File: config.mk
export PLATFORM = sky130hd
export DESIGN_NAME = nest_irq_ctrl
export DESIGN_NICKNAME = d
export VERILOG_FILES = /design/src/rtl/nic_pkg.sv /design/src/rtl/nic_line_bank.sv /design/src/rtl/nic_arbiter.sv /design/src/rtl/nic_active_stack.sv /design/src/rtl/nest_irq_ctrl.sv
export SDC_FILE = /design/constraint.sdc
export NUM_CORES = 1
export LEC_CHECK = 0
export ABC_AREA = 1
export BUFFER_PORTS_ARGS = -buffer_cell sky130_fd_sc_hd__buf_2
export CAP_MARGIN = 0
export CORE_UTILIZATION = 45
export DETAILED_ROUTE_END_ITERATION = 8
export SLEW_MARGIN = 20
export SYNTH_ARGS = -nofsm -noshare
export SYNTH_HDL_FRONTEND = slang
export SYNTH_SLANG_ARGS = --single-unit
File: constraint.sdc
create_clock -name clk -period 14.3 [get_ports clk]
set_input_delay 2.86 -clock clk [delete_from_list [all_inputs] [get_ports clk]]
set_output_delay 2.86 -clock clk [all_outputs]
set_load 0.01 [all_outputs]
File: src/rtl/nic_pkg.sv
package nic_pkg;
  localparam int LVL_W = 3;
  typedef logic [LVL_W-1:0] lvl_t;

  typedef enum logic [2:0] {
    OP_EN_SET   = 3'd0,
    OP_EN_CLR   = 3'd1,
    OP_PEND_SET = 3'd2,
    OP_PEND_CLR = 3'd3,
    OP_LEVEL    = 3'd4,
    OP_GROUP    = 3'd5,
    OP_THRESH   = 3'd6,
    OP_GATE     = 3'd7
  } cfg_op_e;

  typedef struct packed {
    logic is_nmi;
    lvl_t lvl;
  } act_ent_t;

  // number of level bits that act as preemption group
  function automatic int unsigned group_bits(input logic [2:0] g);
    return (int'(g) > LVL_W) ? LVL_W : int'(g);
  endfunction

  // preemption group value of a level
  function automatic lvl_t group_of(input lvl_t l, input int unsigned gb);
    return lvl_t'(l >> (LVL_W - gb));
  endfunction

  function automatic logic below_thresh(input lvl_t l, input lvl_t m);
    return (m == '0) || (l < m);
  endfunction

  function automatic lvl_t byte_to_lvl(input logic [7:0] b);
    return b[7:8-LVL_W];
  endfunction

  function automatic logic [7:0] lvl_to_byte(input lvl_t l);
    return {l, {(8-LVL_W){1'b0}}};
  endfunction
endpackage

File: src/rtl/nic_line_bank.sv
module nic_line_bank
  import nic_pkg::*;
#(
  parameter int NUM_LINES = 8,
  parameter int IDX_W     = 4
) (
  input  logic                            clk,
  input  logic                            rst_n,
  input  logic [NUM_LINES-1:0]            line_in,
  input  logic                            en_set,
  input  logic                            en_clr,
  input  logic                            pend_set,
  input  logic                            pend_clr,
  input  logic                            lvl_wr,
  input  logic [IDX_W-1:0]                sel_idx,
  input  lvl_t                            lvl_in,
  input  logic                            ack_clr,
  input  logic [IDX_W-1:0]                ack_idx,
  output logic [NUM_LINES-1:0]            pend_o,
  output logic [NUM_LINES-1:0]            en_o,
  output logic [NUM_LINES-1:0][LVL_W-1:0] lvl_o
);
  for (genvar i = 0; i < NUM_LINES; i++) begin : g_line
    logic hit, ack_hit, set_ev, clr_ev;
    assign hit     = (sel_idx == IDX_W'(i));
    assign ack_hit = ack_clr && (ack_idx == IDX_W'(i));
    assign set_ev  = line_in[i] || (pend_set && hit);
    assign clr_ev  = (pend_clr && hit) || ack_hit;

    always_ff @(posedge clk or negedge rst_n) begin
      if (!rst_n) begin
        pend_o[i] <= 1'b0;
        en_o[i]   <= 1'b0;
        lvl_o[i]  <= '0;
      end else begin
        if (set_ev)      pend_o[i] <= 1'b1;
        else if (clr_ev) pend_o[i] <= 1'b0;
        if (en_set && hit)      en_o[i] <= 1'b1;
        else if (en_clr && hit) en_o[i] <= 1'b0;
        if (lvl_wr && hit) lvl_o[i] <= lvl_in;
      end
    end


    line_wins_chk: assert property (@(posedge clk) disable iff (!rst_n)
      line_in[i] |=> pend_o[i]);

    ack_clears_chk: assert property (@(posedge clk) disable iff (!rst_n)
      (ack_hit && !line_in[i]) |=> !pend_o[i]);
  end
endmodule

File: src/rtl/nic_arbiter.sv
module nic_arbiter
  import nic_pkg::*;
#(
  parameter int NUM_LINES = 8,
  parameter int IDX_W     = 4
) (
  input  logic [NUM_LINES-1:0]            elig,
  input  logic [NUM_LINES-1:0][LVL_W-1:0] lvl,
  output logic                            win_valid,
  output logic [IDX_W-1:0]                win_idx,
  output lvl_t                            win_lvl
);
  always_comb begin
    win_valid = 1'b0;
    win_idx   = '0;
    win_lvl   = '0;
    for (int i = 0; i < NUM_LINES; i++) begin
      // strict compare keeps the lowest index on equal levels
      if (elig[i] && (!win_valid || (lvl[i] < win_lvl))) begin
        win_valid = 1'b1;
        win_idx   = IDX_W'(i);
        win_lvl   = lvl[i];
      end
    end
  end
endmodule

File: src/rtl/nic_active_stack.sv
module nic_active_stack
  import nic_pkg::*;
#(
  parameter int DEPTH = 9
) (
  input  logic     clk,
  input  logic     rst_n,
  input  logic     push,
  input  act_ent_t push_ent,
  input  logic     pop,
  output logic     top_valid,
  output act_ent_t top_ent,
  output logic     full
);
  localparam int CNT_W = $clog2(DEPTH + 1);
  localparam int PTR_W = (DEPTH > 1) ? $clog2(DEPTH) : 1;

  act_ent_t         ents [DEPTH];
  logic [CNT_W-1:0] cnt;
  logic [PTR_W-1:0] top_ptr;

  assign top_ptr   = PTR_W'(cnt - CNT_W'(1));
  assign top_valid = (cnt != '0);
  assign full      = (cnt == CNT_W'(DEPTH));
  assign top_ent   = top_valid ? ents[top_ptr] : '0;

  always_ff @(posedge clk or negedge rst_n) begin
    if (!rst_n) begin
      cnt <= '0;
      for (int k = 0; k < DEPTH; k++) ents[k] <= '0;
    end else begin
      if (push && pop && top_valid) begin
        ents[top_ptr] <= push_ent;
      end else if (push && !full) begin
        ents[PTR_W'(cnt)] <= push_ent;
        cnt <= cnt + CNT_W'(1);
      end else if (pop && top_valid) begin
        cnt <= cnt - CNT_W'(1);
      end
    end
  end


  pop_empty_chk: assert property (@(posedge clk) disable iff (!rst_n)
    (pop && !push && !top_valid) |=> !top_valid);

  no_overflow_chk: assert property (@(posedge clk) disable iff (!rst_n)
    (push && !pop && full) |=> $stable(cnt));
endmodule

File: src/rtl/nest_irq_ctrl.sv
module nest_irq_ctrl
  import nic_pkg::*;
#(
  parameter int NUM_LINES   = 8,
  parameter int STACK_DEPTH = 9,
  localparam int IDX_W      = $clog2(NUM_LINES + 1)
) (
  input  logic                 clk,
  input  logic                 rst_n,
  input  logic [NUM_LINES-1:0] irq_lines,
  input  logic                 nmi_in,
  input  logic                 cfg_wr,
  input  logic [2:0]           cfg_op,
  input  logic [IDX_W-1:0]     cfg_idx,
  input  logic [7:0]           cfg_data,
  input  logic [IDX_W-1:0]     rd_idx,
  output logic [7:0]           rd_level_byte,
  output logic                 rd_pending,
  output logic                 rd_enabled,
  output logic                 cpu_req,
  output logic                 cpu_req_nmi,
  output logic [IDX_W-1:0]     cpu_req_idx,
  input  logic                 cpu_ack,
  input  logic                 cpu_ret,
  output logic                 act_valid,
  output logic                 act_nmi,
  output logic [2:0]           act_level
);
  localparam logic [IDX_W-1:0] NMI_IDX = IDX_W'(NUM_LINES);

  cfg_op_e op;
  assign op = cfg_op_e'(cfg_op);

  logic wr_en_set, wr_en_clr, wr_pend_set, wr_pend_clr, wr_lvl;
  assign wr_en_set   = cfg_wr && (op == OP_EN_SET);
  assign wr_en_clr   = cfg_wr && (op == OP_EN_CLR);
  assign wr_pend_set = cfg_wr && (op == OP_PEND_SET);
  assign wr_pend_clr = cfg_wr && (op == OP_PEND_CLR);
  assign wr_lvl      = cfg_wr && (op == OP_LEVEL);

  logic [2:0] group_q;
  lvl_t       thresh_q;
  logic       gate_q;
  logic       nmi_pend_q;

  logic [NUM_LINES-1:0]            pend, en, elig;
  logic [NUM_LINES-1:0][LVL_W-1:0] lvl;
  logic                            win_valid;
  logic [IDX_W-1:0]                win_idx;
  lvl_t                            win_lvl;
  logic                            stk_full, top_valid;
  act_ent_t                        top_ent, push_ent;

  // named internal events
  logic        ack_fire, ack_line, nmi_present, norm_present, preempt_ok;
  int unsigned gbits;

  assign ack_fire = cpu_ack && cpu_req;
  assign ack_line = ack_fire && !nmi_present;
  assign gbits    = group_bits(group_q);

  nic_line_bank #(.NUM_LINES(NUM_LINES), .IDX_W(IDX_W)) u_bank (
    .clk      (clk),
    .rst_n    (rst_n),
    .line_in  (irq_lines),
    .en_set   (wr_en_set),
    .en_clr   (wr_en_clr),
    .pend_set (wr_pend_set),
    .pend_clr (wr_pend_clr),
    .lvl_wr   (wr_lvl),
    .sel_idx  (cfg_idx),
    .lvl_in   (byte_to_lvl(cfg_data)),
    .ack_clr  (ack_line),
    .ack_idx  (win_idx),
    .pend_o   (pend),
    .en_o     (en),
    .lvl_o    (lvl)
  );

  always_comb begin
    for (int i = 0; i < NUM_LINES; i++)
      elig[i] = pend[i] && en[i] && gate_q && below_thresh(lvl[i], thresh_q);
  end

  nic_arbiter #(.NUM_LINES(NUM_LINES), .IDX_W(IDX_W)) u_arb (
    .elig      (elig),
    .lvl       (lvl),
    .win_valid (win_valid),
    .win_idx   (win_idx),
    .win_lvl   (win_lvl)
  );

  assign preempt_ok = !top_valid ||
                      (!top_ent.is_nmi &&
                       (group_of(win_lvl, gbits) < group_of(top_ent.lvl, gbits)));
  assign nmi_present  = nmi_pend_q && !(top_valid && top_ent.is_nmi) && !stk_full;
  assign norm_present = win_valid && preempt_ok && !stk_full;

  assign cpu_req     = nmi_present || norm_present;
  assign cpu_req_nmi = nmi_present;
  assign cpu_req_idx = nmi_present ? NMI_IDX : win_idx;

  assign push_ent.is_nmi = nmi_present;
  assign push_ent.lvl    = nmi_present ? lvl_t'(0) : win_lvl;

  nic_active_stack #(.DEPTH(STACK_DEPTH)) u_stack (
    .clk       (clk),
    .rst_n     (rst_n),
    .push      (ack_fire),
    .push_ent  (push_ent),
    .pop       (cpu_ret),
    .top_valid (top_valid),
    .top_ent   (top_ent),
    .full      (stk_full)
  );

  assign act_valid = top_valid;
  assign act_nmi   = top_ent.is_nmi;
  assign act_level = top_ent.lvl;

  // configuration registers and the non-maskable pend flag
  always_ff @(posedge clk or negedge rst_n) begin
    if (!rst_n) begin
      group_q    <= '0;
      thresh_q   <= '0;
      gate_q     <= 1'b0;
      nmi_pend_q <= 1'b0;
    end else begin
      if (cfg_wr && op == OP_GROUP)  group_q  <= cfg_data[2:0];
      if (cfg_wr && op == OP_THRESH) thresh_q <= lvl_t'(cfg_data[2:0]);
      if (cfg_wr && op == OP_GATE)   gate_q   <= cfg_data[0];
      if (nmi_in || (wr_pend_set && cfg_idx == NMI_IDX)) nmi_pend_q <= 1'b1;
      else if (ack_fire && nmi_present)                  nmi_pend_q <= 1'b0;
    end
  end

  always_comb begin
    rd_level_byte = '0;
    rd_pending    = 1'b0;
    rd_enabled    = 1'b0;
    for (int i = 0; i < NUM_LINES; i++) begin
      if (rd_idx == IDX_W'(i)) begin
        rd_level_byte = lvl_to_byte(lvl[i]);
        rd_pending    = pend[i];
        rd_enabled    = en[i];
      end
    end
    if (rd_idx == NMI_IDX) rd_pending = nmi_pend_q;
  end


  full_blocks_chk: assert property (@(posedge clk) disable iff (!rst_n)
    cpu_req |-> !stk_full);

  gate_blocks_chk: assert property (@(posedge clk) disable iff (!rst_n)
    (cpu_req && !cpu_req_nmi) |-> gate_q);

  thresh_blocks_chk: assert property (@(posedge clk) disable iff (!rst_n)
    (cpu_req && !cpu_req_nmi && thresh_q != '0) |-> (win_lvl < thresh_q));

  no_group_no_preempt_chk: assert property (@(posedge clk) disable iff (!rst_n)
    (cpu_req && !cpu_req_nmi && act_valid) |-> (group_q != 3'd0));

  nmi_sticky_chk: assert property (@(posedge clk) disable iff (!rst_n)
    (nmi_pend_q && !(ack_fire && cpu_req_nmi)) |=> nmi_pend_q);

  nmi_active_blocks_chk: assert property (@(posedge clk) disable iff (!rst_n)
    (act_valid && act_nmi) |-> !cpu_req);
endmodule

==> results.cfg <==
[critical_path]
slowest_delay_ns = 0.45
critical_path_class = reg2out
critPathMaxFanout = 8
critPathMostFrequentCell = nand2_1
arrival_ns = 10.12
critPathRequiredTime_ns = 11.44
cp-start-kind = flop
worstSetupEndpointType = output pin
slowest_stage = dfrtp_1

[timing]
fmax_mhz = 77.05
rsz0062_at_grt = false
clock_skew_ns = 0.009690
holdWs_ns = 0.4704
slew_headroom_pct = 29.26
drv_slew = 0
worst_pin_slew_ns = 1.058
finalCritPeriodShare_pct = 90.75
fin_crit_ns = 12.98
setup-tns-final_ns = 0
hold_violations = 0
setup_viol = 0

[yosys]
yosysTopAreaCellShare_pct = 34.38
synth_area_um2 = 6406
synth_cell_types = 44
ys_ff_latch = 88
synth.yosys.warnings = 0
netlist_instances = 926
yosysTopAreaCell = dfrtp_1
synth_area_leaders = dfrtp_1 (34%), nand2_1 (17%), ha_1 (7.6%)
ys_seq_area_share_pct = 34.38
synth_area_per_cell_um2 = 6.918

[flow_run]
drv_cap = 0

[power]
peakVddDrop_uv = 103.4
intPower_w = 0.0007347
power.switching_w = 0.0007829
seqPwrFrac_pct = 24.2
p_leak_nw = 3.686
comb_power_share_pct = 60.5
p_per_area_nw_per_um2 = 213.9
power_frac_clock_pct = 15.3
switching_share_pct = 51.59

[die]
core-area_um2 = 13880
fp.dieW_um = 121.3
dieArea_um2 = 14720
rows = 43
ioPinCount = 54
die_h_um = 121.3
initial_core_util_pct = 46.15

[run_status]
outcome = complete, no violations

[global_route]
met3_usage_pct = 5.639
grt_max_degree = 66
grt_pass1_vias = 5771
grt_pass1_wl_um = 30220
busiest_layer = met1
gr-usage-met2_pct = 38.35
grt.overflow.total = 0
grt_util_all_layers_pct = 26.99
use_met1_pct = 40.41
antenna_found_initial = 0

[place]
port_buffers = 46
post_dp_cell_area_um2 = 6817
dpl.hpwl_um = 14240
placed_cells = 1145
gp_congestion = 0.9182

[layout]
n_antenna_cell = 0
layout.nets = 1048
regArea_um2 = 2202
syn_to_final_growth_pct = 10.76
stdcell_count = 1159
n_fill_cell = 1465
multi_input_area_um2 = 3702
finalInstanceArea_um2 = 7096
drive_above_1_share_pct = 12.36
utilization_pct = 51.12

[route]
wl_um = 18420
ant_nets = 0
vias = 6154
wl_per_cell_um = 15.89
drtPass1Iterations = 5
route.detailed.drc = 0
avgViaCountPerCell = 5.310
drt_iter0_drc = 461

[clock_tree]
ctsHoldBuffers = 0
clkSlewWorstSetupHoldPaths_ns = 0.06
numClockSinks = 88
cts_tree = yes
cts_resized = 0
clk_latency_ns = 0.35
post_cts_buffers = 0
cts_max_path_buffers = 2
numCtsBuffers = 9
cts_root_buf = clkbuf_16
htreeDepth = 3

[hold_path]
hp-class = reg2reg
kinds of logic after synthesis:
family                     after synthesis  share of synthesized area [%]
AOI/OAI and AO/OA                      164                          15.14
xor gates and xnor gates                 3                         0.4102
adders and majority gates               39                          7.617
buffers and inverters                  128                          8.184
DFF                                     88                          34.37
other                                    1                        0.05854
and+or+nand+nor                        503                          34.22
cells in the mapped netlist, drive strengths merged:
cell	count
nand4	4
inv	110
nor3	15
nor2	57
clkinv	3
o22ai	3
conb	1
nand3	86
a22o	1
nor4	3
xor2	2
a31oi	1
a211oi	3
a21oi	56
a2111oi	4
o211ai	2
dfrtp	88
a221oi	3
a41oi	1
o221ai	3
ha	39
o21ai	80
clkbuf	7
a32o	3
nand2	332
or2	6
a32oi	1
o31ai	1
xnor2	1
o2111ai	2
buf	8
final cells by class:
type                    instances  share of cell area (%)
multi-input cells             714                   52.18
flip-flops and latches         88                   31.04
clock inverters                 4                  0.6701
repair buffers                 50                   3.703
clock buffers                  10                   3.227
inverters                     113                   6.013
well taps                     180                   3.174
per-layer routing:
metal	share of wire [%]	wire length [um]	vias to the layer above
li1	-	-	3132
met1	50	9128	2811
met2	41	7632	187
met3	7.6	1392	24
met4	1.4	263	0
met5	0	0	-
final timing paths:
check | start | to | slack (ns) | cells after the start
hold reg to reg | u_stack.ents[9] | u_stack.ents[9] | 0.47 | 2
max in group asynchronous | rst_n | u_bank.en_o[4] | 10.76 | 2
setup / recovery | thresh_q[1] | cpu_req | 1.32 | 63
hold / removal | u_stack.ents[9] | u_stack.ents[9] | 0.47 | 2
setup reg to reg | thresh_q[1] | u_stack.ents[14] | 3.79 | 66
min in group asynchronous | rst_n | u_stack.ents[19] | 2.40 | 1
cells in the final DEF, fill, tap and decap left out, types with 4 or more instances in the layout:
cell,Yosys,layout
inv_2,4,4
or2_2,6,6
nand2_4,7,7
clkbuf_16,0,9
nand4_1,4,4
conb_1,1,5
nand2_2,27,27
ha_1,39,39
buf_2,0,45
inv_1,105,105
nand2_1,298,298
nand3_1,84,84
dfrtp_1,88,88
nor2_1,56,56
a21oi_1,50,50
buf_4,6,5
o21ai_0,77,77
nor3_1,15,14
registers in the layout, indices dropped and copies added (netlist names):
signal	flops
u_stack.ents	36
u_bank.lvl_o	24
u_bank.en_o	8
u_bank.pend_o	8
u_stack.cnt	4
group_q	3
thresh_q	3
gate_q	1
nmi_pend_q	1
power by group through the flow:
| stage | combinational [W] | clock [W] | sequential [W] |
|---|---|---|---|
| floorplan | 0.000673 | 0 | 0.000351 |
| global placement | 0.000908 | 0 | 0.000370 |
| detailed placement | 0.000910 | 0 | 0.000370 |
| CTS | 0.000914 | 0.000239 | 0.000366 |
| global route | 0.00103 | 0.000247 | 0.000376 |
| finish | 0.000918 | 0.000233 | 0.000367 |
stage by stage:
| stage | setup slack, ns | power, W |
|---|---|---|
| 4_1_cts | 1.349 | 0.001519 |
| 6_report | 1.322 | 0.001518 |
| 3_3_place_gp | 1.758 | 0.001277 |
| 3_5_place_dp | 1.771 | 0.001280 |
| 2_1_floorplan | 3.229 | 0.001024 |
| 5_1_grt | 0.3255 | 0.001657 |
worst max-delay path, delay by kind of cell (launching register included):
kind                     cells  cell delay, ns
AND/OR/NAND/NOR             35            2.85
flip-flops                   1            0.45
AO/OA/AOI/OAI               14            3.12
buffers and inverters        5            0.63
adder cells (fa/ha/maj)      9            2.67
Power figures use the tool's default switching activity.
